[src/rtl/sar_pkg.sv]
package sar_pkg;

   typedef enum logic [1:0] {
      ST_IDLE   = 2'd0,
      ST_TRACK  = 2'd1,
      ST_SETTLE = 2'd2,
      ST_DECIDE = 2'd3
   } sar_state_e;

   typedef enum logic [2:0] {
      SRC_SOFT   = 3'd0,
      SRC_TRIG_A = 3'd1,
      SRC_TRIG_B = 3'd2,
      SRC_TRIG_C = 3'd3,
      SRC_PIN    = 3'd4,
      SRC_TRIG_D = 3'd5,
      SRC_RSV6   = 3'd6,
      SRC_RSV7   = 3'd7
   } sar_src_e;

endpackage

[src/rtl/sar_start_sel.sv]
module sar_start_sel
   import sar_pkg::*;
#(
   parameter int SYNC_STAGES = 2
) (
   input  logic       clk,
   input  logic       rst_n,
   input  logic [2:0] src_sel_i,
   input  logic       sw_start_i,
   input  logic       trig_a_i,
   input  logic       trig_b_i,
   input  logic       trig_c_i,
   input  logic       cnv_pin_i,
   input  logic       trig_d_i,
   output logic       start_req_o
);

   localparam int LAST = SYNC_STAGES - 1;

   // synchroniser chain, one flop per generated stage
   for (genvar g = 0; g < SYNC_STAGES; g++) begin : g_stage
      logic d;
      logic q;
      if (g == 0) begin : g_first
         assign d = cnv_pin_i;
      end else begin : g_next
         assign d = g_stage[g-1].q;
      end
      always_ff @(posedge clk or negedge rst_n) begin
         if (!rst_n) q <= 1'b0;
         else        q <= d;
      end
   end

   logic pin_sync;
   logic pin_prev_q;
   logic pin_rise;

   assign pin_sync = g_stage[LAST].q;

   always_ff @(posedge clk or negedge rst_n) begin
      if (!rst_n) pin_prev_q <= 1'b0;
      else        pin_prev_q <= pin_sync;
   end

   assign pin_rise = pin_sync & ~pin_prev_q;

   sar_src_e sel;
   assign sel = sar_src_e'(src_sel_i);

   always_comb begin
      unique case (sel)
         SRC_SOFT:   start_req_o = sw_start_i;
         SRC_TRIG_A: start_req_o = trig_a_i;
         SRC_TRIG_B: start_req_o = trig_b_i;
         SRC_TRIG_C: start_req_o = trig_c_i;
         SRC_PIN:    start_req_o = pin_rise;
         SRC_TRIG_D: start_req_o = trig_d_i;
         default:    start_req_o = 1'b0;
      endcase
   end

endmodule

[src/rtl/sar_search.sv]
module sar_search
   import sar_pkg::*;
#(
   parameter int RES_W     = 10,
   parameter int TRACK_CYC = 4
) (
   input  logic             clk,
   input  logic             rst_n,
   input  logic             en_i,
   input  logic             start_i,
   input  logic             cmp_i,
   output logic             busy_o,
   output logic [RES_W-1:0] dac_code_o,
   output logic             fin_o,
   output logic [RES_W-1:0] fin_code_o
);

   localparam int TRK_W = (TRACK_CYC > 1) ? $clog2(TRACK_CYC) : 1;
   localparam int BIT_W = $clog2(RES_W);
   localparam logic [BIT_W-1:0] TOP_BIT  = BIT_W'(RES_W - 1);
   localparam logic [TRK_W-1:0] TRK_LOAD = TRK_W'(TRACK_CYC - 1);
   localparam logic [RES_W-1:0] ONE      = RES_W'(1);

   sar_state_e       state_q;
   logic [TRK_W-1:0] trk_q;
   logic [BIT_W-1:0] bit_q;
   logic [RES_W-1:0] code_q;

   logic [RES_W-1:0] bit_mask;
   logic [RES_W-1:0] kept;

   always_comb begin
      bit_mask   = ONE << bit_q;
      kept       = cmp_i ? code_q : (code_q & ~bit_mask);
      fin_o      = en_i && (state_q == ST_DECIDE) && (bit_q == '0);
      fin_code_o = kept;
   end

   always_ff @(posedge clk or negedge rst_n) begin
      if (!rst_n) begin
         state_q <= ST_IDLE;
         trk_q   <= '0;
         bit_q   <= '0;
         code_q  <= '0;
      end else if (!en_i) begin
         state_q <= ST_IDLE;
         trk_q   <= '0;
         bit_q   <= '0;
         code_q  <= '0;
      end else begin
         unique case (state_q)
            ST_IDLE: begin
               if (start_i) begin
                  state_q <= ST_TRACK;
                  trk_q   <= TRK_LOAD;
                  code_q  <= '0;
               end
            end
            ST_TRACK: begin
               if (trk_q == '0) begin
                  state_q <= ST_SETTLE;
                  bit_q   <= TOP_BIT;
                  code_q  <= ONE << TOP_BIT;
               end else begin
                  trk_q <= trk_q - 1'b1;
               end
            end
            ST_SETTLE: state_q <= ST_DECIDE;
            ST_DECIDE: begin
               if (bit_q == '0) begin
                  state_q <= ST_IDLE;
                  code_q  <= '0;
               end else begin
                  state_q <= ST_SETTLE;
                  code_q  <= kept | (bit_mask >> 1);
                  bit_q   <= bit_q - 1'b1;
               end
            end
            default: state_q <= ST_IDLE;
         endcase
      end
   end

   assign busy_o     = (state_q != ST_IDLE);
   assign dac_code_o = code_q;

endmodule

[src/rtl/sar_window.sv]
module sar_window #(
   parameter int RES_W = 10
) (
   input  logic             clk,
   input  logic             rst_n,
   input  logic             fin_i,
   input  logic [RES_W-1:0] code_i,
   input  logic [RES_W-1:0] gt_thr_i,
   input  logic [RES_W-1:0] lt_thr_i,
   input  logic             clr_i,
   output logic             flag_o
);

   logic inside_mode;
   logic above_gt;
   logic below_lt;
   logic hit;

   always_comb begin
      inside_mode = (gt_thr_i <= lt_thr_i);
      above_gt    = (code_i >= gt_thr_i);
      below_lt    = (code_i <= lt_thr_i);
      hit         = inside_mode ? (above_gt && below_lt) : (above_gt || below_lt);
   end

   always_ff @(posedge clk or negedge rst_n) begin
      if (!rst_n)             flag_o <= 1'b0;
      else if (fin_i && hit)  flag_o <= 1'b1;
      else if (clr_i)         flag_o <= 1'b0;
   end

endmodule

[src/rtl/sar_seq_top.sv]
module sar_seq_top
   import sar_pkg::*;
#(
   parameter int RES_W       = 10,
   parameter int TRACK_CYC   = 4,
   parameter int SYNC_STAGES = 2
) (
   input  logic               clk,
   input  logic               rst_n,
   input  logic               en_i,
   input  logic [2:0]         src_sel_i,
   input  logic               sw_start_i,
   input  logic               trig_a_i,
   input  logic               trig_b_i,
   input  logic               trig_c_i,
   input  logic               cnv_pin_i,
   input  logic               trig_d_i,
   input  logic               cmp_i,
   input  logic [RES_W-9:0]   gt_hi_i,
   input  logic [7:0]         gt_lo_i,
   input  logic [RES_W-9:0]   lt_hi_i,
   input  logic [7:0]         lt_lo_i,
   input  logic               done_clr_i,
   input  logic               win_clr_i,
   output logic [RES_W-1:0]   dac_code_o,
   output logic               busy_o,
   output logic               done_o,
   output logic [RES_W-1:0]   result_o,
   output logic               win_flag_o
);

   if (RES_W < 9 || RES_W > 16) begin : g_bad_res
      $error("sar_seq_top: RES_W must lie in 9..16");
   end
   if (TRACK_CYC < 1) begin : g_bad_track
      $error("sar_seq_top: TRACK_CYC must be at least 1");
   end
   if (SYNC_STAGES < 2) begin : g_bad_sync
      $error("sar_seq_top: SYNC_STAGES must be at least 2");
   end

   logic             start_req;
   logic             fin;
   logic [RES_W-1:0] fin_code;
   logic [RES_W-1:0] gt_thr;
   logic [RES_W-1:0] lt_thr;

   assign gt_thr = {gt_hi_i, gt_lo_i};
   assign lt_thr = {lt_hi_i, lt_lo_i};

   sar_start_sel #(.SYNC_STAGES(SYNC_STAGES)) u_sel (
      .clk         (clk),
      .rst_n       (rst_n),
      .src_sel_i   (src_sel_i),
      .sw_start_i  (sw_start_i),
      .trig_a_i    (trig_a_i),
      .trig_b_i    (trig_b_i),
      .trig_c_i    (trig_c_i),
      .cnv_pin_i   (cnv_pin_i),
      .trig_d_i    (trig_d_i),
      .start_req_o (start_req)
   );

   sar_search #(.RES_W(RES_W), .TRACK_CYC(TRACK_CYC)) u_search (
      .clk        (clk),
      .rst_n      (rst_n),
      .en_i       (en_i),
      .start_i    (start_req),
      .cmp_i      (cmp_i),
      .busy_o     (busy_o),
      .dac_code_o (dac_code_o),
      .fin_o      (fin),
      .fin_code_o (fin_code)
   );

   sar_window #(.RES_W(RES_W)) u_win (
      .clk      (clk),
      .rst_n    (rst_n),
      .fin_i    (fin),
      .code_i   (fin_code),
      .gt_thr_i (gt_thr),
      .lt_thr_i (lt_thr),
      .clr_i    (win_clr_i),
      .flag_o   (win_flag_o)
   );

   always_ff @(posedge clk or negedge rst_n) begin
      if (!rst_n) begin
         result_o <= '0;
         done_o   <= 1'b0;
      end else begin
         if (fin) result_o <= fin_code;
         if (fin)             done_o <= 1'b1;
         else if (done_clr_i) done_o <= 1'b0;
      end
   end

endmodule

[config.mk]
export PLATFORM = sky130hd
export DESIGN_NAME = sar_seq_top
export DESIGN_NICKNAME = d
export VERILOG_FILES = /design/src/rtl/sar_pkg.sv /design/src/rtl/sar_start_sel.sv /design/src/rtl/sar_search.sv /design/src/rtl/sar_window.sv /design/src/rtl/sar_seq_top.sv
export SDC_FILE = /design/constraint.sdc
export NUM_CORES = 1
export LEC_CHECK = 0
export BUFFER_PORTS_ARGS = -buffer_cell sky130_fd_sc_hd__buf_2
export CAP_MARGIN = 10
export CORE_ASPECT_RATIO = 1.2
export CORE_MARGIN = 2
export CORE_UTILIZATION = 40
export CTS_CLUSTER_DIAMETER = 60
export DETAILED_ROUTE_END_ITERATION = 12
export PLACE_DENSITY = 0.7
export SLEW_MARGIN = 20
export SYNTH_ARGS = -nofsm -noshare
export SYNTH_HDL_FRONTEND = slang
export SYNTH_SLANG_ARGS = --single-unit
[constraint.sdc]
create_clock -name clk -period 5.4 [get_ports clk]
set_clock_uncertainty 0.2 [all_clocks]
set_input_delay 1.08 -clock clk [delete_from_list [all_inputs] [get_ports clk]]
set_output_delay 1.08 -clock clk [all_outputs]
set_load 0.05 [all_outputs]
==> impl_metrics.tcl, run 1 <==
set metrics [dict create \
    ys_ff_latch 33 \
    antenna_found_initial 0 \
    place_congestion 0.874 \
    maxCapViolations 0 \
    cts_buffers 5 \
    netlist_area_um2 2520 \
    instances_no_fill 416 \
    clk_path_buf_depth 2 \
    yosysSeqAreaShare 0.328 \
    wl_um 5900 \
    start_util 0.417 \
    grt_max_degree 34 \
    setup_viol_count_final 0 \
    row_count 31 \
    cts_max_level 2 \
    slew_violations 0 \
    nets 409 \
    clock_latency_ps 280 \
    endpoint_kind "flop" \
    status "finished clean" \
    yosys_warnings 0 \
    syn_inst 277 \
    grt_pass1_wl_um 9640 \
    io_pins 58 \
    ant_nets 0 \
    die_height_um 91.0 \
    min_from "u_sel.g_stage[0].q" \
    area_growth_pct 17.3 \
    root_buffer "clkbuf_8" \
    peakVddDrop_v 0.000296 \
    cts_sinks 33 \
    r2r_start "u_search.bit_q[0]" \
    powerDensity_nw_per_um2 312 \
    netlist_top_cells_area "dfrtp_1 33%, ha_1 20%, inv_1 5.2%" \
    n_antenna_cell 0 \
    dr.pass1.iters 4 \
    hold_depth 0 \
    fin_setup_tns_ps 0 \
    crit_start "u_search.bit_q[0]" \
    ctsResizeCount 0 \
    worst_slew_pin_slew_ps 734 \
    synth_edf_count 0 \
    drc 0 \
    fin_crit_ps 3170 \
    cts_hold_buffers 0 \
    post_cts_buffers 0 \
    syn_area_per_cell_um2 9.10 \
    yosysTopAreaCell "dfrtp_1" \
    overflow 0 \
    cp_cell_sequence "inv_1 -> ha_1 -> or3b_2 -> o21ai_0 -> ha_1 -> nand2b_1 -> a211oi_1 -> a2bb2oi_1 -> o21ai_0 -> a21oi_1 -> a21oi_1" \
    slew_headroom 0.510 \
    place_inst 408 \
    min_path_type "reg2reg" \
    drt-initial-drc-count 51 \
    dp_hpwl_um 4730 \
    p_leak_nw 1.56 \
    fin_crit_sh 0.588 \
    yosysUniqueCellTypes 46 \
    track_usage 0.171 \
    finalHoldViolCount 0 \
    clkTransAtPathRegs_ps 60 \
    final_layout_size_suffix_gt1_frac 0.234 \
    rr_worst_depth 11 \
    grt_pass1_vias 2125 \
    critPathKind "reg2reg" \
    grt_setup_unrepaired "false" \
    fp.dieW_um 76.5 \
    fmaxAchievable_ghz 0.315 \
    coreArea_um2 6050 \
    vias_per_cell 5.30 \
    synth_nets 353 \
    critical_path_arrival_ps 3140 \
    startpoint_type "flop" \
    synth_flop_cell "dfrtp_1" \
    min_to "u_sel.g_stage[1].q" \
    die_area_um2 6960 \
    synth_most_common_cell "ha_1" \
    cpPeakStageDelay_ps 530 \
    rrSetupSlack_ps 2230 \
    worstReg2RegEnd "u_win.flag_o" \
    port_buffers 57 \
    fin_util 0.489 \
    wl_per_cell_um 14.2 \
    tritoncts "done" \
    vias 2203 \
    synth_commonest_cells "41 x ha_1, 35 x inv_1, 33 x dfrtp_1, 21 x o21ai_0, 19 x nand3_1" \
    async_reset_ff_frac 1.00 \
    synth_top_cell_area_share 0.328 \
    worstPathMaxFanout 6 \
    cp.required_ps 5370 \
    crit_slowest_cell "or3b_2" \
]
==> logic make-up after synthesis <==
logic type | Yosys count | share of synthesized area
compound gates | 77 | 0.207
simple gates | 74 | 0.150
buf+inv | 43 | 0.0660
fa+ha+maj | 41 | 0.203
flops | 33 | 0.328
mux | 9 | 0.0462
==> worst max-delay path by stage <==
stage	endpoint	slack, ps	cells past startpoint
global route	u_win.flag_o	1970	11
detailed placement	u_win.flag_o	2050	9
floorplan	u_win.flag_o	2530	11
CTS	u_win.flag_o	2220	11
finish	u_win.flag_o	2230	11
global placement	u_win.flag_o	2060	9
==> state kept, by name, summed over array words and instances, names as in the netlist <==
register             cells
done_o                   1
result_o                10
u_search.bit_q           4
u_search.dac_code_o     10
u_search.state_q         2
u_search.trk_q           2
u_sel.g_stage.q          2
u_sel.pin_prev_q         1
u_win.flag_o             1
==> power by group <==
group	internal [mW]	switching [mW]
sequential	0.278	0.0358
clock	0.0891	0.0844
combinational	0.146	0.289
total	0.513	0.409
==> per-stage QoR <==
stage	total power [mW]	area, µm²	hold WS, ps	setup WS (ps)
detailed placement	0.751	2870	138	2050
finish	0.923	2960	160	2230
floorplan	0.651	2520	131	2530
global route	0.998	2960	164	1970
global placement	0.743	2870	147	2060
CTS	0.932	2960	162	2220
==> critical path: cells and delay by family, from the launching register on <==
| kind | cells | cell delay [ps] |
|---|---|---|
| and+or+nand+nor | 2 | 660 |
| AOI/OAI and AO/OA | 6 | 1080 |
| buffers and inverters | 1 | 150 |
| adders and majority gates | 2 | 540 |
| DFF | 1 | 440 |
==> cell type report <==
cell class              instances  area, µm²
clock buffers                   6       72.6
clock inverters                 2       10.0
fillers                       616       3090
inverters                      35        131
multi-input cells             201       1530
flip-flops and latches         33        826
well taps                      82        103
repair buffers                 57        285
==> layout by cell type, fill, tap and decap left out, drive strengths merged, types with 8 or more instances in the layout <==
master  netlist  routed
o21ai        27      27
nor2         12      12
buf           3      57
nor2b         9       9
a21oi        15      15
ha           41      41
mux2          8       8
dfrtp        33      33
nand2        16      16
inv          35      35
nand3        19      19
==> metal layers <==
metal	GRT usage	vias up	wire length, µm
li1	-	1113	-
met1	0.207	1017	2600
met2	0.304	65	2980
met3	0.0298	8	246
met4	0.0606	0	80
met5	0	-	0
No activity file was read; power rests on OpenSTA's default activity.
==> run 2: changes to the inputs <==
--- a/config.mk
+++ b/config.mk
@@ -5,6 +5,7 @@
 export SDC_FILE = /design/constraint.sdc
 export NUM_CORES = 1
 export LEC_CHECK = 0
+export ABC_AREA = 1
 export BUFFER_PORTS_ARGS = -buffer_cell sky130_fd_sc_hd__buf_2
 export CAP_MARGIN = 10
 export CORE_ASPECT_RATIO = 1.2
==> constraint.sdc (replaced) <==
create_clock -name clk -period 3.25 [get_ports clk]
set_clock_uncertainty 0.2 [all_clocks]
set_input_delay 0.65 -clock clk [delete_from_list [all_inputs] [get_ports clk]]
set_output_delay 0.65 -clock clk [all_outputs]
set_load 0.05 [all_outputs]
==> impl_metrics.tcl, run 2 <==
set metrics [dict create \
    clk_path_buf_depth 2 \
    clock_latency_ps 290 \
    nets 489 \
    min_to "u_sel.g_stage[1].q" \
    root_buffer "clkbuf_8" \
    worst_slew_pin_slew_ps 750 \
    coreArea_um2 6410 \
    area_growth_pct 15.8 \
    post_cts_buffers 0 \
    slew_violations 0 \
    wl_per_cell_um 12.1 \
    maxCapViolations 0 \
    wl_um 6030 \
    fin_crit_ps 2850 \
    min_from "u_sel.g_stage[0].q" \
    netlist_top_cells_area "dfrtp_1 31%, ha_1 19%, nand2_1 14%" \
    setup_viol_count_final 0 \
    cts_sinks 33 \
    instances_no_fill 499 \
    drt-met1-wl_um 2630 \
    io_pins 58 \
    synth_flop_cell "dfrtp_1" \
    rr_worst_depth 17 \
    peakVddDrop_v 0.000375 \
    hold_depth 0 \
    n_antenna_cell 0 \
    syn_inst 356 \
    finalHoldViolCount 0 \
    fin_setup_tns_ps 0 \
    overflow 0 \
    fp.dieW_um 78.2 \
    grt_pass1_wl_um 10100 \
    worstPathMaxFanout 7 \
    status "finished clean" \
    tritoncts "done" \
    synth_edf_count 0 \
    critPathKind "reg2reg" \
    synth_commonest_cells "96 x nand2_1, 61 x inv_1, 41 x ha_1, 35 x o21ai_0, 33 x dfrtp_1" \
    cts_buffers 5 \
    async_reset_ff_frac 1.00 \
    cp.required_ps 3240 \
    cts_hold_buffers 0 \
    drt-initial-drc-count 77 \
    synth_top_cell_area_share 0.313 \
    yosys_warnings 0 \
    ant_nets 0 \
    netlist_area_um2 2640 \
    wl_met3_um 241 \
    r2r_start "u_search.bit_q[0]" \
    grt_setup_unrepaired "false" \
    yosysSeqAreaShare 0.313 \
    port_buffers 57 \
    die_height_um 93.0 \
    worstReg2RegEnd "u_win.flag_o" \
    synth_most_common_cell "nand2_1" \
    place_congestion 0.867 \
    yosysTopAreaCell "dfrtp_1" \
    wl_met2_um 3040 \
    antenna_found_initial 0 \
    dp_hpwl_um 5020 \
    endpoint_kind "flop" \
    drc 0 \
    cts_max_level 2 \
    startpoint_type "flop" \
    hold_ws_ps 154 \
    track_usage 0.173 \
    min_path_type "reg2reg" \
    critical_path_arrival_ps 2840 \
    grt_max_degree 34 \
    dr.pass1.iters 4 \
    synth_nets 432 \
    fin_crit_sh 0.876 \
    yosysUniqueCellTypes 25 \
    layout_commonest_cell "nand2_1" \
    grt_pass1_vias 2347 \
    vias_per_cell 4.83 \
    highest_layer "met4" \
    ys_ff_latch 33 \
    final_layout_size_suffix_gt1_frac 0.208 \
    powerDensity_nw_per_um2 502 \
    row_count 32 \
    vias 2410 \
    p_leak_nw 1.87 \
    start_util 0.412 \
    clkTransAtPathRegs_ps 70 \
    fmaxAchievable_ghz 0.351 \
    die_area_um2 7270 \
    syn_area_per_cell_um2 7.42 \
    final_cell_mix "96 x nand2_1, 61 x inv_1, 57 x buf_2" \
    ctsResizeCount 0 \
    place_inst 491 \
    rrSetupSlack_ps 400 \
    slew_headroom 0.500 \
]
run 2: per-stage QoR:
step	area, µm²	power, mW	utilization	worst slack, ps
CTS	3060	1.55	0.478	396
global placement	2970	1.21	0.464	458
floorplan	2640	1.11	-	878
global route	3060	1.67	0.478	110
detailed placement	2970	1.24	0.464	368
finish	3060	1.54	0.478	402
run 2: worst max-delay path, cell delays in order, from the launching register on:
cell	delay [ps]
dfrtp_1	400
inv_1	190
ha_1	180
inv_1	70
nor2_1	160
nand2_1	60
o21ai_0	320
inv_1	130
ha_1	290
nand2_1	60
nor2_1	180
nand3_1	110
nand3_1	90
nand2_1	70
nor2_1	80
nor2_1	50
nand2_1	70
nand2_1	50
run 2: kinds of logic (layout without fill, tap and decap cells):
| group | Yosys count | after routing | synth area share |
|---|---|---|---|
| DFF | 33 | 33 | 0.312 |
| AOI/OAI and AO/OA | 65 | 65 | 0.146 |
| adders and majority gates | 41 | 41 | 0.194 |
| and+or+nand+nor | 145 | 145 | 0.232 |
| buffers and inverters | 72 | 130 | 0.115 |
run 2: cell type report:
class / count / area (µm²)
Tap cell: 85 / 106
Timing Repair Buffer: 57 / 285
Inverter: 65 / 244
Multi-Input combinational cell: 251 / 1510
Clock buffer: 5 / 68.8
Clock inverter: 3 / 17.5
Fill cell: 645 / 3350
Sequential cell: 33 / 826
run 2: worst max path at each step:
stage                                 start            to  slack, ps  cells after the start
after floorplan           u_search.bit_q[0]  u_win.flag_o        880                     17
after global routing      u_search.bit_q[0]  u_win.flag_o        110                     17
final                     u_search.bit_q[0]  u_win.flag_o        400                     17
after CTS                 u_search.bit_q[0]  u_win.flag_o        400                     17
after global placement    u_search.bit_q[0]  u_win.flag_o        460                     17
after detailed placement  u_search.bit_q[0]  u_win.flag_o        370                     17
run 2: power breakdown:
part	total, mW	internal (mW)	switching (mW)
registers	0.521	0.467	0.0541
clock network	0.307	0.148	0.159
logic	0.710	0.212	0.498
total	1.54	0.827	0.711
run 2: layer usage:
metal | vias to the layer above | track usage
met4 | 0 | 0.0614
met5 | - | 0
met3 | 10 | 0.0280
li1 | 1242 | -
met1 | 1105 | 0.198
met2 | 53 | 0.320
==> run 3: changes to the inputs <==
--- a/config.mk
+++ b/config.mk
@@ -5,7 +5,6 @@
 export SDC_FILE = /design/constraint.sdc
 export NUM_CORES = 1
 export LEC_CHECK = 0
-export ABC_AREA = 1
 export BUFFER_PORTS_ARGS = -buffer_cell sky130_fd_sc_hd__buf_2
 export CAP_MARGIN = 10
 export CORE_ASPECT_RATIO = 1.2
@@ -14,6 +13,7 @@
 export CTS_CLUSTER_DIAMETER = 60
 export DETAILED_ROUTE_END_ITERATION = 12
 export PLACE_DENSITY = 0.7
+export RECOVER_POWER = 25
 export SLEW_MARGIN = 20
 export SYNTH_ARGS = -nofsm -noshare
 export SYNTH_HDL_FRONTEND = slang
==> impl_metrics.tcl, run 3 (synthesis gave the netlist of run 1 again) <==
set metrics [dict create \
    status "finished, violations left" \
    violations "capacitance limit, slew limit" \
    drt-initial-drc-count 92 \
    fin_setup_tns_ps 0 \
    post_cts_buffers 0 \
    ant_nets 0 \
    antenna_found_initial 0 \
    start_util 0.417 \
    setup_viol_count_final 0 \
    root_buffer "clkbuf_8" \
    fin_crit_ps 3050 \
    cp.required_ps 3240 \
    worstPathMaxFanout 6 \
    grt_setup_unrepaired "false" \
    finalHoldViolCount 0 \
    clock_latency_ps 290 \
    final_layout_size_suffix_gt1_frac 0.238 \
    track_usage 0.183 \
    cts_max_level 2 \
    die_area_um2 6960 \
    rrSetupSlack_ps 200 \
    fin_crit_sh 0.939 \
    n_antenna_cell 0 \
    vias_per_cell 5.47 \
    maxCapViolations 1 \
    wl_per_cell_um 15.1 \
    powerDensity_nw_per_um2 528 \
    critPathKind "reg2reg" \
    fillers 590 \
    final_cell_mix "56 x buf_2, 41 x ha_1, 35 x inv_1" \
    grt_pass1_vias 2260 \
    critical_path_arrival_ps 3040 \
    startpoint_type "flop" \
    multi_input_area_um2 1530 \
    nets 411 \
    die_height_um 91.0 \
    io_pins 58 \
    dr.pass1.iters 4 \
    dp_hpwl_um 4950 \
    min_path_type "reg2reg" \
    layout_commonest_cell "buf_2" \
    grt_pass1_wl_um 10300 \
    peakVddDrop_v 0.000485 \
    min_to "u_sel.g_stage[1].q" \
    fp.dieW_um 76.5 \
    drc 0 \
    r2r_start "u_search.bit_q[0]" \
    clk_path_buf_depth 2 \
    coreArea_um2 6050 \
    worstReg2RegEnd "u_win.flag_o" \
    slew_violations 34 \
    row_count 31 \
    p_total_mw 1.57 \
    place_congestion 0.847 \
    cts_hold_buffers 0 \
    regArea_um2 826 \
    worst_slew_pin_slew_ps 1820 \
    p_leak_nw 1.57 \
    cts_buffers 5 \
    port_buffers 57 \
    min_from "u_sel.g_stage[0].q" \
    area_growth_pct 18.0 \
    slew_headroom -0.214 \
    ctsResizeCount 0 \
    fmaxAchievable_ghz 0.328 \
    overflow 0 \
    endpoint_kind "flop" \
    grt_max_degree 34 \
    rr_worst_depth 11 \
    cts_sinks 33 \
    tritoncts "done" \
    clkTransAtPathRegs_ps 80 \
    wl_um 6320 \
    vias 2288 \
    hold_depth 0 \
]
## run 3: layer usage
metal | vias to the layer above | part of all wire | wire length, µm | track usage
met2 | 80 | 0.51 | 3200 | 0.328
met5 | - | 0 | 0 | 0
met4 | 0 | 0.019 | 119 | 0.0803
met1 | 1082 | 0.42 | 2680 | 0.209
met3 | 11 | 0.051 | 322 | 0.0358
li1 | 1115 | - | - | -
## run 3: metrics by stage
step                 util  setup WS (ps)  instances  cell area [µm²]  hold WS (ps)
floorplan               -            379        277             2520           131
global placement    0.477            205        410             2890           146
detailed placement  0.477           52.1        410             2890           147
CTS                 0.491           32.3        418             2970           163
global route        0.492           37.9        418             2970           166
finish              0.492            197        418             2970           157
## run 3: cell type report
cell class | count | share of cell area
Sequential cell | 33 | 0.278
Clock inverter | 2 | 0.00337
Inverter | 35 | 0.0442
Clock buffer | 6 | 0.0244
Tap cell | 82 | 0.0345
Timing Repair Buffer | 59 | 0.101
Multi-Input combinational cell | 201 | 0.515
## run 3: worst max path at each step
stage                      start      endpoint  slack [ps]  depth (start not counted)
6_report       u_search.bit_q[0]  u_win.flag_o         200                         11
5_1_grt        u_search.bit_q[0]  u_win.flag_o          40                         11
4_1_cts        u_search.bit_q[0]  u_win.flag_o          30                         11
3_5_place_dp   u_search.bit_q[0]  u_win.flag_o          50                         11
3_3_place_gp   u_search.bit_q[0]  u_win.flag_o         210                         11
2_1_floorplan  u_search.bit_q[0]  u_win.flag_o         380                         11
## run 3: worst max-delay path: stages, from the launching register on
cell,delay (ps)
dfrtp_1,440
inv_1,140
ha_1,250
or3b_2,530
o21ai_2,190
ha_1,250
nand2b_1,140
a211oi_1,250
a2bb2oi_1,220
o21ai_0,130
o21bai_1,140
a21oi_1,80
## run 3: power by group
part / switching, mW / internal (mW) / leakage [nW]
clock: 0.160 / 0.148 / 0.0450
combinational: 0.493 / 0.245 / 1.08
sequential: 0.0606 / 0.462 / 0.448
